--- src/rtl/i2cmon_pkg.sv ---
package i2cmon_pkg;

   typedef struct packed {
      logic start;
      logic rstart;
      logic stop;
      logic error;
      logic wake;
   } bus_evt_t;

   function automatic int unsigned pos_width(input int unsigned frame_bits);
      return $clog2(frame_bits + 1);
   endfunction

endpackage

--- src/rtl/i2cmon_line_filter.sv ---
module i2cmon_line_filter #(
   parameter int unsigned FILT_CYC    = 4,
   parameter int unsigned SYNC_STAGES = 2,
   parameter logic        RST_LVL     = 1'b1
) (
   input  logic clk,
   input  logic rst_n,
   input  logic raw,
   output logic filt
);
   localparam int unsigned CNT_W = (FILT_CYC > 1) ? $clog2(FILT_CYC) : 1;

   logic s_line;

   generate
      if (SYNC_STAGES == 0) begin : g_nosync
         assign s_line = raw;
      end else begin : g_sync
         logic [SYNC_STAGES-1:0] sync_q;
         always_ff @(posedge clk or negedge rst_n) begin
            if (!rst_n) begin
               sync_q <= {SYNC_STAGES{RST_LVL}};
            end else begin
               sync_q[0] <= raw;
               for (int i = 1; i < SYNC_STAGES; i++) begin
                  sync_q[i] <= sync_q[i-1];
               end
            end
         end
         assign s_line = sync_q[SYNC_STAGES-1];
      end
   endgenerate

   generate
      if (FILT_CYC <= 1) begin : g_direct
         always_ff @(posedge clk or negedge rst_n) begin
            if (!rst_n) filt <= RST_LVL;
            else        filt <= s_line;
         end
      end else begin : g_count
         logic [CNT_W-1:0] run_q;
         always_ff @(posedge clk or negedge rst_n) begin
            if (!rst_n) begin
               run_q <= '0;
               filt  <= RST_LVL;
            end else if (s_line == filt) begin
               run_q <= '0;
            end else if (run_q == CNT_W'(FILT_CYC - 1)) begin
               run_q <= '0;
               filt  <= s_line;
            end else begin
               run_q <= run_q + 1'b1;
            end
         end
      end
   endgenerate

   AST_FILT_FOLLOWS_SYNC: assert property (@(posedge clk) disable iff (!rst_n)
      (filt != $past(filt)) |-> ($past(s_line) == filt));

endmodule

--- src/rtl/i2cmon_cond_detect.sv ---
module i2cmon_cond_detect
   import i2cmon_pkg::*;
#(
   parameter int unsigned FRAME_BITS = 9
) (
   input  logic     clk,
   input  logic     rst_n,
   input  logic     scl_f,
   input  logic     sda_f,
   input  logic     own_master,
   input  logic     sda_drive,
   output logic     scl_rise,
   output logic     busy,
   output bus_evt_t evt
);
   localparam int unsigned POS_W = pos_width(FRAME_BITS);

   logic             scl_q, sda_q;
   logic [POS_W-1:0] pos_q;
   logic             start_c, stop_c, mid_frame, collide, err_c;

   assign scl_rise  = scl_f & ~scl_q;
   assign start_c   = scl_f & scl_q & sda_q & ~sda_f;
   assign stop_c    = scl_f & scl_q & ~sda_q & sda_f;
   assign mid_frame = busy && (pos_q >= POS_W'(2));
   assign collide   = start_c & busy & own_master & sda_drive;
   assign err_c     = ((start_c | stop_c) & mid_frame) | collide;

   always_ff @(posedge clk or negedge rst_n) begin
      if (!rst_n) begin
         scl_q <= 1'b1;
         sda_q <= 1'b1;
         pos_q <= '0;
         busy  <= 1'b0;
         evt   <= '0;
      end else begin
         scl_q <= scl_f;
         sda_q <= sda_f;
         if (start_c || stop_c) begin
            pos_q <= '0;
         end else if (scl_rise) begin
            pos_q <= (pos_q == POS_W'(FRAME_BITS)) ? POS_W'(1) : pos_q + 1'b1;
         end
         if (start_c)     busy <= 1'b1;
         else if (stop_c) busy <= 1'b0;
         evt.start  <= start_c & ~busy;
         evt.rstart <= start_c & busy;
         evt.stop   <= stop_c;
         evt.error  <= err_c;
         evt.wake   <= start_c;
      end
   end

   AST_START_SETS_BUSY: assert property (@(posedge clk) disable iff (!rst_n)
      evt.start |-> busy);
   AST_BUSY_ONLY_BY_START: assert property (@(posedge clk) disable iff (!rst_n)
      $rose(busy) |-> evt.start);
   AST_RSTART_WHILE_BUSY: assert property (@(posedge clk) disable iff (!rst_n)
      evt.rstart |-> ($past(busy) && busy));
   AST_STOP_CLEARS_BUSY: assert property (@(posedge clk) disable iff (!rst_n)
      evt.stop |-> !busy);
   AST_ERR_NEEDS_BUSY: assert property (@(posedge clk) disable iff (!rst_n)
      evt.error |-> $past(busy));
   AST_ERR_WITH_COND: assert property (@(posedge clk) disable iff (!rst_n)
      evt.error |-> (evt.rstart || evt.stop));
   AST_WAKE_ON_START: assert property (@(posedge clk) disable iff (!rst_n)
      evt.wake |-> (evt.start || evt.rstart));

endmodule

--- src/rtl/i2cmon_arb_check.sv ---
module i2cmon_arb_check (
   input  logic clk,
   input  logic rst_n,
   input  logic own_master,
   input  logic sda_drive,
   input  logic scl_rise,
   input  logic sda_f,
   output logic arb_lost,
   output logic release_bus
);
   logic lost_now;

   assign lost_now = own_master & ~release_bus & scl_rise & sda_drive & ~sda_f;

   always_ff @(posedge clk or negedge rst_n) begin
      if (!rst_n) begin
         arb_lost    <= 1'b0;
         release_bus <= 1'b0;
      end else begin
         arb_lost <= lost_now;
         if (!own_master)   release_bus <= 1'b0;
         else if (lost_now) release_bus <= 1'b1;
      end
   end

   AST_ARB_MASTER_ONLY: assert property (@(posedge clk) disable iff (!rst_n)
      arb_lost |-> $past(own_master));
   AST_ARB_RELEASES: assert property (@(posedge clk) disable iff (!rst_n)
      arb_lost |-> release_bus);
   AST_ARB_SINGLE: assert property (@(posedge clk) disable iff (!rst_n)
      arb_lost |=> !arb_lost);
   AST_RELEASE_HOLD: assert property (@(posedge clk) disable iff (!rst_n)
      (release_bus && own_master) |=> release_bus);

endmodule

--- src/rtl/i2c_bus_monitor.sv ---
module i2c_bus_monitor
   import i2cmon_pkg::*;
#(
   parameter int unsigned FILT_CYC    = 4,
   parameter int unsigned SYNC_STAGES = 2,
   parameter int unsigned FRAME_BITS  = 9
) (
   input  logic clk,
   input  logic rst_n,
   input  logic scl_raw,
   input  logic sda_raw,
   input  logic sda_drive,
   input  logic own_master,
   output logic ev_start,
   output logic ev_rstart,
   output logic ev_stop,
   output logic bus_busy,
   output logic bus_error,
   output logic arb_lost,
   output logic release_bus,
   output logic wake_req
);
   localparam int unsigned N_LINES = 2;

   generate
      if (FILT_CYC < 1)    begin : g_bad_filt  $error("FILT_CYC must be at least 1"); end
      if (SYNC_STAGES > 3) begin : g_bad_sync  $error("SYNC_STAGES must be 0 to 3"); end
      if (FRAME_BITS < 2)  begin : g_bad_frame $error("FRAME_BITS must be at least 2"); end
   endgenerate

   logic [N_LINES-1:0] raw_lines, filt_lines;
   logic               scl_f, sda_f, scl_rise;
   bus_evt_t           evt;

   assign raw_lines = {sda_raw, scl_raw};

   generate
      for (genvar g = 0; g < N_LINES; g++) begin : g_line
         i2cmon_line_filter #(
            .FILT_CYC   (FILT_CYC),
            .SYNC_STAGES(SYNC_STAGES),
            .RST_LVL    (1'b1)
         ) u_filt (
            .clk  (clk),
            .rst_n(rst_n),
            .raw  (raw_lines[g]),
            .filt (filt_lines[g])
         );
      end
   endgenerate

   assign scl_f = filt_lines[0];
   assign sda_f = filt_lines[1];

   i2cmon_cond_detect #(.FRAME_BITS(FRAME_BITS)) u_cond (
      .clk       (clk),
      .rst_n     (rst_n),
      .scl_f     (scl_f),
      .sda_f     (sda_f),
      .own_master(own_master),
      .sda_drive (sda_drive),
      .scl_rise  (scl_rise),
      .busy      (bus_busy),
      .evt       (evt)
   );

   i2cmon_arb_check u_arb (
      .clk        (clk),
      .rst_n      (rst_n),
      .own_master (own_master),
      .sda_drive  (sda_drive),
      .scl_rise   (scl_rise),
      .sda_f      (sda_f),
      .arb_lost   (arb_lost),
      .release_bus(release_bus)
   );

   assign ev_start  = evt.start;
   assign ev_rstart = evt.rstart;
   assign ev_stop   = evt.stop;
   assign bus_error = evt.error;
   assign wake_req  = evt.wake;

   AST_EVENTS_EXCLUSIVE: assert property (@(posedge clk) disable iff (!rst_n)
      $onehot0({ev_start, ev_rstart, ev_stop}));
   AST_COLLIDE_NO_ARB: assert property (@(posedge clk) disable iff (!rst_n)
      (bus_error && ev_rstart && $past(own_master)) |-> !arb_lost);

endmodule

--- config.mk ---
export PLATFORM = sky130hd
export DESIGN_NAME = i2c_bus_monitor
export DESIGN_NICKNAME = d
export VERILOG_FILES = /design/src/rtl/i2cmon_pkg.sv /design/src/rtl/i2cmon_line_filter.sv /design/src/rtl/i2cmon_cond_detect.sv /design/src/rtl/i2cmon_arb_check.sv /design/src/rtl/i2c_bus_monitor.sv
export SDC_FILE = /design/constraint.sdc
export NUM_CORES = 1
export LEC_CHECK = 0
export BUFFER_PORTS_ARGS = -buffer_cell sky130_fd_sc_hd__clkbuf_2
export CAP_MARGIN = 15
export CORE_MARGIN = 2
export CORE_UTILIZATION = 48
export DETAILED_ROUTE_END_ITERATION = 8
export PLACE_DENSITY = 0.73
export SYNTH_ARGS = -nofsm -noshare
export SYNTH_HDL_FRONTEND = slang
export SYNTH_SLANG_ARGS = --single-unit
--- constraint.sdc ---
create_clock -name clk -period 1.24 [get_ports clk]
set_input_delay 0.124 -clock clk [delete_from_list [all_inputs] [get_ports clk]]
set_output_delay 0.124 -clock clk [all_outputs]
set_load 0.005 [all_outputs]
==> impl_summary.txt <==
----------------------------------------------------
[STA]
  F_max ... 834 MHz
  Number of pins exceeding their max-slew limit in the final report ... 0
  Final Hold Slack ... 0.0741 ns
  Worst Clk Skew ... 0.00316 ns
  Final number of hold-violating endpoints ... 0
  Pin slew with the least headroom to its limit ... 0.552 ns
  Final number of setup-violating endpoints ... 0
  Time the final worst path needs with I/O delays and setup ... 1.20 ns
  Slew headroom ... 63.2%
  RSZ-0062 raised after global routing ... yes
  Sum Neg Setup Slack ... 0 ns
  Final period utilization ... 96.7%

[Floorplanning]
  Die Y-Extent ... 49.4 um
  Num rows ... 16
  Top-level port count ... 14
  Area of the die ... 0.00244 mm^2
  Starting density of the core ... 50.8%
  Area inside the core boundary ... 0.00194 mm^2
  Die extent in x ... 49.4 um

[Global route]
  Number of global-route vias before repair ... 641
  Antenna violations before repair ... 0
  Wire length of the first global-routing pass ... 2.66 mm
  Overall track demand over capacity in global routing ... 14.8%
  Overflow left after global routing ... 0
  Largest net degree at the start of global routing ... 25

[Worst setup path]
  Depth of the worst register-to-register path ... 4
  Data required, critical path ... 1.49 ns
  Capture point of the worst reg-to-reg path ... u_cond.pos_q[2]$_DFFE_PN0P_
  End of the critical path ... u_cond.pos_q[2]$_DFFE_PN0P_
  Critical path start-end classification ... flop to flop
  Critical path startpoint category ... flop
  Capturing element type of the critical path ... flop
  Arrival time of the worst setup path ... 1.44 ns
  Crit Path Max Fanout ... 6
  Crit path launch ... g_line[0].u_filt.filt$_DFFE_PN1P_
  Worst reg2reg setup slack ... 0.04 ns
  Critical register-to-register path startpoint ... g_line[0].u_filt.filt$_DFFE_PN1P_

[Yosys]
  Yosys warning count ... 0
  Sequential area share after synthesis ... 61.9%
  Mean instance size in the synthesized netlist ... 13.0 um^2
  Synthesized flop and latch total ... 24
  Cells after Synth ... 76
  Netlist cell types ... 31
  Post-Synthesis Cell Area ... 987 um^2
  Share of async-settable or async-resettable flops after synthesis ... 100%
  Syn Nets ... 84
  Most instantiated flip-flop cell in the synthesis netlist ... dfrtp_1
  Number of synthesized flops with an enable pin ... 0

[Status]
  Run status ... finished, final reports clean

[Clock tree]
  Number of H-tree branching levels ... 1
  Root buffer selected by CTS ... clkbuf_4
  Clock sink count ... 24
  Max Root-Sink Buffers ... 2
  Number of CTS-inserted buffers ... 3
  Insertion delay of the later-clocked pin in the worst-skew pair ... 0.31 ns
  Clock tree from TritonCTS ... yes
  Clock input transition at the sequential cells of the worst setup and hold paths ... 0.12 ns

[Hold path]
  Worst min-delay path class ... input pin to flop

[Run]
  Max-cap check violation count ... 0

[Detailed routing]
  Total iterations of the first detailed-routing run ... 5
  # DRC ... 0
  Average detailed-routed wire length per instance ... 12.1 um
  Starting DRC count in detailed routing ... 11
  Post-detailed-routing wire length ... 1.50 mm
  Routed Antenna Nets ... 0
  Via Count ... 612
  Routed vias/inst ... 4.94

[Pwr]
  Lkg Pwr ... 0.555 nW
  Power per cell area ... 2200 mW/mm^2
  Max IR drop VDD ... 0.983 mV

[Finish]
  Fill cells ... 159
  Diode insertion count for antenna repair ... 0
  Share of layout cells above drive strength 1 ... 39.2%
  Fin area ... 0.00120 mm^2
  Final net count ... 106
  Utilization after layout ... 61.7%
  Layout Area Growth over Synthesis ... 21.3%

[Place]
  Post-DP HPWL ... 1.01 mm
  Port buffer count ... 13
  Area after detailed placement ... 0.00109 mm^2
  RePlAce Congestion ... 0.782

----------------------------------------------------
-- placed cells by master, fill, tap and decap left out, types with 3 or more instances in the layout --
cell type      count
dfstp_2            8
o21ai_0            3
clkbuf_2          13
buf_4              4
nand2_1            3
clkbuf_4           3
nor2_1             3
dlygate4sd3_1      3
dfrtp_1           16
inv_1              6
-- layout make-up --
class | instances | area [um^2] | share of cell area, %
flip-flops and latches | 24 | 611 | 51.0
multi-input cells | 42 | 349 | 29.2
repair buffers | 20 | 125 | 10.4
well taps | 27 | 33.8 | 2.82
clock inverters | 1 | 30.0 | 2.51
inverters | 7 | 26.3 | 2.19
clock buffers | 3 | 22.5 | 1.88
-- Yosys cell counts, drive strengths merged, types with 2 or more instances --
cell type / n / area share (%)
a21oi: 3 / 1.5
nand4b: 2 / 1.8
nor3b: 2 / 1.5
nor3: 2 / 1.0
mux2i: 2 / 2.0
xnor2: 2 / 1.8
inv: 7 / 2.7
o21ai: 3 / 1.5
nand2: 3 / 1.1
dfrtp: 16 / 41
mux2: 2 / 2.7
nor2: 3 / 1.1
ha: 2 / 2.5
o211ai: 2 / 1.5
nor2b: 3 / 2.7
buf: 3 / 1.5
dfstp: 8 / 21
-- power breakdown --
group,leakage (nW),switching (W),internal [W]
clock network,0.0279,0.000227,0.000327
logic,0.231,0.000343,0.000419
registers,0.296,0.000269,0.00105
-- stage by stage --
stage | power (W) | instances | worst slack [ns]
finish | 0.00263 | 124 | 0.0414
global route | 0.00284 | 124 | -0.0424
CTS | 0.00257 | 122 | 0.000203
detailed placement | 0.00200 | 115 | 0.0323
global placement | 0.00197 | 115 | 0.0641
floorplan | 0.00181 | 76 | 0.0856
-- kinds of logic (layout without fill, tap and decap cells) --
family	after synthesis	in the layout	synth area share [%]
compound gates	15	15	12.9
xor+xnor	3	3	2.66
fa+ha+maj	2	2	2.53
buf+inv	10	31	4.18
flops	24	24	61.8
mux	4	4	4.69
simple gates	18	18	11.2
-- layer usage --
metal	track usage [%]	vias up	wire, um
li1	-	304	-
met1	16.6	286	667
met2	24.8	18	729
met3	3.07	4	65
met4	11.0	0	32
met5	0	-	0
-- timing repair --
action,4_1_cts,5_1_grt
setup endpoints to repair,0,6
gates resized for setup,0,3
hold buffers,3,0
endpoints found under the hold margin,18,0
setup buffers,0,2
-- worst min-delay path by stage --
stage / slack [ns] / end / start / cells past startpoint
after floorplan: -0.17 / g_line[0].u_filt.g_count.run_q[0]$_DFF_PN0_ / rst_n / 0
after global placement: 0.13 / u_cond.evt[4]$_DFF_PN0_ / rst_n / 1
after detailed placement: 0.14 / u_cond.busy$_DFFE_PN0N_ / rst_n / 1
after CTS: 0.06 / u_arb.release_bus$_DFFE_PN0P_ / own_master / 2
after global routing: 0.06 / u_arb.release_bus$_DFFE_PN0P_ / own_master / 2
final: 0.07 / u_arb.release_bus$_DFFE_PN0P_ / own_master / 2
-- worst max-delay path: stages, from the launching register on --
cell	delay [ns]
dfstp_2	0.60
nor2b_4	0.21
buf_4	0.13
nand3_1	0.07
mux2i_1	0.13
-- sequential cells by signal (all words and copies together) (netlist names) --
| register | flops |
|---|---|
| u_cond.scl_q | 1 |
| u_cond.busy | 1 |
| u_cond.sda_q | 1 |
| g_line.u_filt.g_sync.sync_q | 4 |
| u_arb.release_bus | 1 |
| u_cond.pos_q | 4 |
| g_line.u_filt.filt | 2 |
| g_line.u_filt.g_count.run_q | 4 |
| u_cond.evt | 5 |
| u_arb.arb_lost | 1 |
No activity file was read; power rests on OpenSTA's default activity.
